--- src/rtl/nrdiv_pkg.sv ---
package nrdiv_pkg;
  typedef enum logic [1:0] {
    ST_IDLE = 2'd0,
    ST_ITER = 2'd1,
    ST_FIX  = 2'd2
  } nrdiv_state_e;
endpackage

--- src/rtl/nrdiv_cell.sv ---
module nrdiv_cell #(
  parameter int unsigned W = 8
) (
  input  logic [W:0]   rem_i,
  input  logic [W-1:0] div_i,
  input  logic         add_i,
  output logic [W:0]   rem_o
);
  logic [W:0] dbl;
  logic [W:0] ext_div;

  // top bit is dropped on purpose: result always fits in W+1 bits
  assign dbl     = {rem_i[W-1:0], 1'b0};
  assign ext_div = {1'b0, div_i};

  always_comb begin
    if (add_i) rem_o = dbl + ext_div;
    else       rem_o = dbl - ext_div;
  end
endmodule

--- src/rtl/nrdiv_fix.sv ---
module nrdiv_fix #(
  parameter int unsigned W  = 8,
  parameter int unsigned QW = 8
) (
  input  logic [W:0]    rem_i,
  input  logic [W-1:0]  div_i,
  input  logic [QW-1:0] qbits_i,
  output logic [QW:0]   quo_o,
  output logic [W-1:0]  rem_o
);
  logic         neg;
  logic [W:0]   rem_sum;
  logic [QW:0]  quo_base;

  assign neg     = rem_i[W];
  assign rem_sum = rem_i + {1'b0, div_i};

  // digits in {-1,+1}: value = 2*qbits - (2^QW - 1)
  assign quo_base = {~qbits_i[QW-1], qbits_i[QW-2:0], 1'b1};

  assign quo_o = quo_base - {{QW{1'b0}}, neg};
  assign rem_o = neg ? rem_sum[W-1:0] : rem_i[W-1:0];
endmodule

--- src/rtl/nrdiv_ctrl.sv ---
module nrdiv_ctrl
  import nrdiv_pkg::*;
#(
  parameter int unsigned QW = 8
) (
  input  logic clk_i,
  input  logic rst_ni,
  input  logic start_i,
  output logic load_o,
  output logic step_o,
  output logic fix_o,
  output logic busy_o,
  output logic done_o
);
  localparam int unsigned CW = $clog2(QW + 1);
  localparam logic [CW-1:0] LAST = CW'(QW - 1);

  nrdiv_state_e st_q, st_d;
  logic [CW-1:0] cnt_q;
  logic          done_q;

  assign load_o = (st_q == ST_IDLE) && start_i;
  assign step_o = (st_q == ST_ITER);
  assign fix_o  = (st_q == ST_FIX);
  assign busy_o = (st_q != ST_IDLE);
  assign done_o = done_q;

  always_comb begin
    st_d = st_q;
    unique case (st_q)
      ST_IDLE: if (start_i) st_d = ST_ITER;
      ST_ITER: if (cnt_q == LAST) st_d = ST_FIX;
      ST_FIX:  st_d = ST_IDLE;
      default: st_d = ST_IDLE;
    endcase
  end

  always_ff @(posedge clk_i or negedge rst_ni) begin
    if (!rst_ni) begin
      st_q   <= ST_IDLE;
      cnt_q  <= '0;
      done_q <= 1'b0;
    end else begin
      st_q   <= st_d;
      done_q <= fix_o;
      if (load_o)      cnt_q <= '0;
      else if (step_o) cnt_q <= cnt_q + 1'b1;
    end
  end

  AST_DONE_ONE_CYCLE: assert property (@(posedge clk_i) disable iff (!rst_ni)
    done_o |=> !done_o);
  AST_DONE_NOT_BUSY: assert property (@(posedge clk_i) disable iff (!rst_ni)
    done_o |-> !busy_o);
  AST_START_TAKES: assert property (@(posedge clk_i) disable iff (!rst_ni)
    (start_i && !busy_o) |=> busy_o);
endmodule

--- src/rtl/nrdiv_seq.sv ---
module nrdiv_seq #(
  parameter int unsigned DATA_W = 8,
  parameter int unsigned QUO_W  = DATA_W
) (
  input  logic              clk_i,
  input  logic              rst_ni,
  input  logic              start_i,
  input  logic [DATA_W:0]   dividend_i,
  input  logic [DATA_W-1:0] divisor_i,
  output logic              busy_o,
  output logic              done_o,
  output logic [QUO_W:0]    quotient_o,
  output logic [DATA_W-1:0] remainder_o
);
  localparam int unsigned RW = DATA_W + 1;

  logic              load, step, fix;
  logic [RW-1:0]     rem_q, rem_nxt;
  logic [DATA_W-1:0] div_q;
  logic [QUO_W-1:0]  qbits_q;
  logic [QUO_W:0]    fix_quo, quo_q;
  logic [DATA_W-1:0] fix_rem, res_rem_q;

  nrdiv_ctrl #(.QW(QUO_W)) i_ctrl (
    .clk_i  (clk_i),
    .rst_ni (rst_ni),
    .start_i(start_i),
    .load_o (load),
    .step_o (step),
    .fix_o  (fix),
    .busy_o (busy_o),
    .done_o (done_o)
  );

  nrdiv_cell #(.W(DATA_W)) i_cell (
    .rem_i(rem_q),
    .div_i(div_q),
    .add_i(rem_q[RW-1]),
    .rem_o(rem_nxt)
  );

  nrdiv_fix #(.W(DATA_W), .QW(QUO_W)) i_fix (
    .rem_i  (rem_q),
    .div_i  (div_q),
    .qbits_i(qbits_q),
    .quo_o  (fix_quo),
    .rem_o  (fix_rem)
  );

  always_ff @(posedge clk_i or negedge rst_ni) begin
    if (!rst_ni) begin
      rem_q     <= '0;
      div_q     <= '0;
      qbits_q   <= '0;
      quo_q     <= '0;
      res_rem_q <= '0;
    end else begin
      if (load) begin
        rem_q   <= dividend_i;
        div_q   <= divisor_i;
        qbits_q <= '0;
      end else if (step) begin
        rem_q   <= rem_nxt;
        qbits_q <= {qbits_q[QUO_W-2:0], ~rem_q[RW-1]};
      end
      if (fix) begin
        quo_q     <= fix_quo;
        res_rem_q <= fix_rem;
      end
    end
  end

  assign quotient_o  = quo_q;
  assign remainder_o = res_rem_q;

  AST_REM_IN_RANGE: assert property (@(posedge clk_i) disable iff (!rst_ni)
    (step || fix) |->
      ($signed({rem_q[RW-1], rem_q}) >= -$signed({2'b00, div_q}) &&
       $signed({rem_q[RW-1], rem_q}) <  $signed({2'b00, div_q})));
  AST_REM_BELOW_DIV: assert property (@(posedge clk_i) disable iff (!rst_ni)
    done_o |-> (remainder_o < div_q));
  AST_OPS_HELD: assert property (@(posedge clk_i) disable iff (!rst_ni)
    busy_o |=> $stable(div_q));
  AST_RESULT_HELD: assert property (@(posedge clk_i) disable iff (!rst_ni)
    (!busy_o && !done_o) |=> $stable(quotient_o) && $stable(remainder_o));
endmodule

--- config.mk ---
export PLATFORM = sky130hd
export DESIGN_NAME = nrdiv_seq
export DESIGN_NICKNAME = d
export VERILOG_FILES = /design/src/rtl/nrdiv_pkg.sv /design/src/rtl/nrdiv_cell.sv /design/src/rtl/nrdiv_fix.sv /design/src/rtl/nrdiv_ctrl.sv /design/src/rtl/nrdiv_seq.sv
export SDC_FILE = /design/constraint.sdc
export NUM_CORES = 1
export LEC_CHECK = 0
export ABC_AREA = 1
export ABC_CLOCK_PERIOD_IN_PS = 1800
export BUFFER_PORTS_ARGS = -buffer_cell sky130_fd_sc_hd__buf_4
export CORE_MARGIN = 1
export CORE_UTILIZATION = 53
export DETAILED_ROUTE_END_ITERATION = 12
export PLACE_DENSITY = 0.74
export SLEW_MARGIN = 5
export SYNTH_ARGS = -nofsm -noshare
export SYNTH_HDL_FRONTEND = slang
export SYNTH_SLANG_ARGS = --single-unit
--- constraint.sdc ---
create_clock -name clk_i -period 1.8 [get_ports clk_i]
set_clock_uncertainty 0.15 [all_clocks]
set_input_delay 0.36 -clock clk_i [delete_from_list [all_inputs] [get_ports clk_i]]
set_output_delay 0.36 -clock clk_i [all_outputs]
set_load 0.005 [all_outputs]
# After elaboration in Yosys (flattened, before gate mapping)

Cells that the tools add are included.

Bitwise operators: 2
Reductions and logical operators: 5
Muxes and demuxes: 11
Eq/ne operators: 5
Add/sub/neg operators: 5

Operator list:

| cell                  | number |
|---|---|
| $mux W9               | 3 |
| $mux W8               | 3 |
| $add A9 B8 Y9         | 1 |
| $sub A9 B1 Y9         | 1 |
| $sub A9 B8 Y9         | 1 |
| $add A8 B8 Y8         | 1 |
| $mux W4               | 2 |
| $add A4 B1 Y4 const B | 1 |
| $eq A4 B3 Y1 const B  | 1 |
| $mux W2               | 2 |
| $ne A2 B2 Y1 const B  | 2 |
| $pmux W2 S2           | 1 |
| $reduce_bool A2 Y1    | 2 |
| $eq A2 B1 Y1 const B  | 1 |
| $eq A2 B2 Y1 const B  | 1 |
| $logic_not A2 Y1      | 1 |
| $not A1 Y1            | 2 |
| $reduce_and A2 Y1     | 1 |
| $logic_and A1 B1 Y1   | 1 |

Word-level logic and storage cells: 36
Output and inout port bits: 19
Input bits: 20
Register bits: 49

# Logic depth before layout (Yosys ltp)

Word-level depth: 4
Mapped depth: 14
Gate-level depth less buffers: 13

# Modules after synthesis

A second synthesis with hierarchy kept.

Cell total of the unflattened synthesis: 449
Area, all modules: 3278.1 um2

Modules (own cells, without submodules):

| module     | area each (um2) | instances | cells an instance | sequential area each (um2) |
|---|---|---|---|---|
| nrdiv_seq  | 1720.4          | 1         | 189               | 1051.0 |
| nrdiv_cell | 735.7           | 1         | 133               | 0.0 |
| nrdiv_fix  | 489.2           | 1         | 89                | 0.0 |
| nrdiv_ctrl | 332.8           | 1         | 38                | 175.2 |

# Worst setup path after synthesis

Ideal clock, no wire load.

Path type: register -> register
From: register div_q[0]
To: register res_rem_q[6], in the netlist remainder_o[6]
Data required time: 1.585 ns
Setup time: 0.065 ns
Stages on the path, launching flop included: 11
Buffers on the path: 0
Path slack: 0.004 ns
Arrival: 1.581 ns
Cells stage by stage: dfrtp_1 -> ha_1 -> inv_1 -> fa_1 -> o21ai_0 -> nand2_1 -> nand2_1 -> a21oi_1 -> o21ai_0 -> nand2_1 -> nand2_1

Word-level cells in the longest chain between the ends: 2

Ends and longest elaborated chain:

| element                  | RTL line        | RTL |
|---|---|---|
| start: declaration       | nrdiv_seq.sv:19 | `logic [DATA_W-1:0] div_q;` |
| start signal: assignment | nrdiv_seq.sv:60 | `div_q <= divisor_i;` |
| $add A8 B8 Y8            | nrdiv_fix.sv:16 | `assign rem_sum = rem_i + {1'b0, div_i};` |
| $mux W8                  | nrdiv_fix.sv:22 | `assign rem_o = neg ? rem_sum[W-1:0] : rem_i[W-1:0];` |
| end signal: assignment   | nrdiv_seq.sv:68 | `res_rem_q <= fix_rem;` |
| end: declaration         | nrdiv_seq.sv:22 | `logic [DATA_W-1:0] fix_rem, res_rem_q;` |

No other way between the ends.
A chain may end at the register's enable or synchronous reset.

# Worst setup path after layout

From: register rem_q[0]
To: register rem_q[5]

Word-level cells in the longest chain between the ends: 4
Elaborated cells on any way between the ends: 5
Classes of those cells: add/sub (2); mux (3)

Ends and longest elaborated chain:

| element                                        | RTL line                           | RTL |
|---|---|---|
| start: declaration                             | nrdiv_seq.sv:18                    | `logic [RW-1:0] rem_q, rem_nxt;` |
| start signal: assignment                       | nrdiv_seq.sv:59                    | `rem_q <= dividend_i;` |
| start signal: assignment                       | nrdiv_seq.sv:63                    | `rem_q <= rem_nxt;` |
| $sub A9 B8 Y9 or $add A9 B8 Y9 (tied branches) | nrdiv_cell.sv:18, nrdiv_cell.sv:17 |  |
| $mux W9 (*)                                    | nrdiv_cell.sv:17                   | `if (add_i) rem_o = dbl + ext_div;` |
| $mux W9 (*)                                    | nrdiv_seq.sv:62                    | `end else if (step) begin` |
| $mux W9 (*)                                    | nrdiv_seq.sv:58                    | `if (load) begin` |

Mark *: on every way between the ends. The rest lies on a longest branch, timed or not. The select of a mux whose other input is x is not followed.

==> metrics.csv <==
stage,metric,value,unit
synth,syn_area_per_cell,7.580,um^2
synth,synth_compound_area_frac,0.1373,
die,initial_utilization,0.5576,
global_routing,met3_usage,0.04419,
routing,viasPerCell,5.388,
synth,synth_flop_cell,dfrtp_1,
clock_tree,clock_path_buffers,2,
synth,synth.distinct_cells,35,
critical_path,timing.rr.start,rem_q[0],
critical_path,end_kind,register,
critical_path,start_kind,register,
die,num_io_pins,39,
synth,yosys.area_share.simple,0.2468,
cells_and_area,fin_nets,528,
die,die_area,6174,um^2
clock_tree,clock_tree.root_cell,clkbuf_8,
global_routing,grt_max_degree,50,
synth,post-synth-top-count-cell,nand2_1,
synth,ys_ff_latch,49,
global_routing,grt_usage,0.2844,
cells_and_area,finalCoreUtilization,0.7293,
global_routing,grt_pass1_wl,13430,um
synth,synthAdderAreaFrac,0.1079,
power_and_ir_drop,ir_drop,1.031,mV
timing,period_share,1.078,
placement,routabilityCongestion,0.9013,
routing,routed_wl,8500,um
routing,first_pass_iters,5,
critical_path,r2r_end,rem_q[5],
die,core-area,5574,um^2
synth,synth_top_area_frac,0.3945,
timing,setup_ws,-140.3,ps
critical_path,reg2reg_slack,-140,ps
global_routing,grt.overflow.total,0,
synth,synth_area,3108,um^2
timing,final.setup.tns,-349.9,ps
timing,fmax,515.4,MHz
routing,detail_route.drc_violations,0,
synth,async_flop_share,1.000,
synth,netlist_top_cells_area,"dfrtp_1 39%, nand2_1 16%, ha_1 8.9%",
global_routing,use_met2,0.4870,
synth,synth.area.mux_share,0,
global_routing,grt.busiest_layer,met2,
cells_and_area,area_growth,30.80,%
synth,synth_top_family_by_area,simple AND/OR/NAND/NOR gates,
synth,yosysTopAreaCell,dfrtp_1,
min_path,min_path_cells,3,
timing,worst_slew_margin_rel,0.5801,
timing,worst_pin_slew,629.8,ps
synth,ys_seq_area_frac,0.3945,
synth,syn_nets,455,
clock_tree,numCtsBuffers,5,
critical_path,worstPathArrival,1980,ps
timing,setup_violations,8,
min_path,hold_class,input port to register,
die,rows,27,
global_routing,grt_use_met1,0.3505,
min_path,worstHoldEndpoint,div_q[0],
timing,min_period,1940,ps
routing,first_iter_violations,201,
placement,dp_hpwl,5689,um
synth,synth_commonest_cells,"130 x nand2_1, 60 x inv_1, 49 x dfrtp_1",
critical_path,crit_fanout,4,
routing,routed-via-count,2996,
synth,synth_edf_count,0,
die,dieHeight,78.58,um
die,die_w,78.58,um
routing,detail_route.wl_per_cell,15.29,um
critical_path,reg2regPathDepth,11,
critical_path,worst_ep_required_time,1840,ps
cells_and_area,drive_gt1_frac,0.3161,
synth,synth_warnings,0,
cells_and_area,diodes,0,
timing,rsz0062_at_grt,true,
routing,ant_nets,0,
global_routing,antenna_found_initial,0,
critical_path,path_class,register to register,
power_and_ir_drop,p_leak,2.106,nW
global_routing,grt_pass1_vias,2936,
synth,synthesis.instances,410,
clock_tree,cts_tree,built,
timing,hold_viol,0,
status,violations,setup timing,
clock_tree,clkSinkCount,49,
flow_run,drv_cap,0,
power_and_ir_drop,power_density,2258,nW/um^2
placement,io_buffers,38,
synth,synthXorXnorAreaFrac,0.01127,
min_path,hp-start,divisor_i[0],
timing,maxSlewViolCount,0,
status,status,"finished, violations left",
clock_tree,cts-htree-levels,2,
clock_tree,clk_pin_slew,100,ps
clock_tree,worstSkewPairLatency,310,ps
metal layers:
metal  vias up  routed length, um
li1       1457                  -
met1      1428               3487
met2        92               4360
met3        19                459
met4         0                193
met5         -                  0
layout by cell type, fill, tap and decap left out, drive strengths merged:
master,count
nand2,131
o211ai,1
o21ai,37
and2,1
o22ai,9
a22o,1
ha,22
nand4,6
clkinv,2
xor2,4
a21oi,15
buf,77
fa,3
nor3,2
or2,1
a22oi,1
clkbuf,5
nor2,19
dfrtp,49
o221ai,3
a211oi,1
nand3b,1
inv,67
o21bai,4
bufinv,1
nand3,20
dlygate4sd3,1
layout make-up:
type | count | area (um^2)
tap | 72 | 90.09
multi-input combinational | 282 | 1779
fill | 432 | 1509
sequential | 49 | 1231
timing repair buffer | 78 | 595.6
inverter | 67 | 256.5
clock inverter | 3 | 43.79
clock buffer | 5 | 68.82
critical path, cell delays in order (launching register included):
cell and delay, ps:
dfrtp_1 430, buf_4 150, ha_1 300, nand3b_1 120, nand2_2 140, nand3_1 80
nand2_1 90, nand2_1 50, nand2_1 60, nand3_1 90, nand2_1 100, o21ai_1 70
report_power, final:
part	leakage, nW	internal [mW]	total, mW	switching [mW]
Clock	0.0585	0.417	0.816	0.399
Combinational	1.46	2.83	6.30	3.47
Sequential	0.591	1.62	2.06	0.448
Total	2.11	4.86	9.18	4.32
per-stage QoR:
| stage | hold slack (ps) | instance area, um^2 | worst slack [ps] | cells | total power [mW] |
|---|---|---|---|---|---|
| floorplan | -85.59 | 3108 | 3.925 | 410 | 5.366 |
| global placement | 269.8 | 3667 | -57.57 | 541 | 7.033 |
| detailed placement | 272.4 | 3667 | -134.6 | 541 | 7.185 |
| CTS | 107.4 | 3954 | -45.50 | 555 | 8.518 |
| global route | 106.1 | 4065 | -242.1 | 556 | 9.985 |
| finish | 104.4 | 4065 | -140.3 | 556 | 9.180 |
registers in the layout, summed over array words and instances (netlist names):
| name | count |
|---|---|
| rem_q | 9 |
| qbits_q | 8 |
| i_ctrl.st_q | 2 |
| i_ctrl.cnt_q | 4 |
| quotient_o | 9 |
| remainder_o | 8 |
| div_q | 8 |
| i_ctrl.done_o | 1 |
repair_timing:
item / 4_1_cts / 5_1_grt
pin swaps: 7 / 15
hold buffers: 1 / 0
hold endpoints to repair: 49 / 0
resized for setup: 28 / 33
endpoints found under the setup margin: 12 / 13
setup buffers: 5 / 1
cell families (layout without fill, tap and decap cells):
family                   after synthesis  in the layout
XOR/XNOR                               4              4
buffers and inverters                 79            153
flip-flops                            49             49
adder cells (fa/ha/maj)               25             25
AND/OR/NAND/NOR                      181            181
AO/OA/AOI/OAI                         72             72
how the worst max path moves through the flow:
| stage | from | endpoint | slack [ps] | cells past startpoint |
|---|---|---|---|---|
| after global routing | rem_q[0] | rem_q[5] | -240 | 11 |
| after global placement | div_q[1] | rem_q[5] | -60 | 9 |
| after floorplan | div_q[0] | remainder_o[6] | 4 | 10 |
| after detailed placement | div_q[1] | rem_q[5] | -130 | 9 |
| final | rem_q[0] | rem_q[5] | -140 | 11 |
| after CTS | rem_q[0] | rem_q[2] | -50 | 6 |
(Power assumes the default switching activity.)
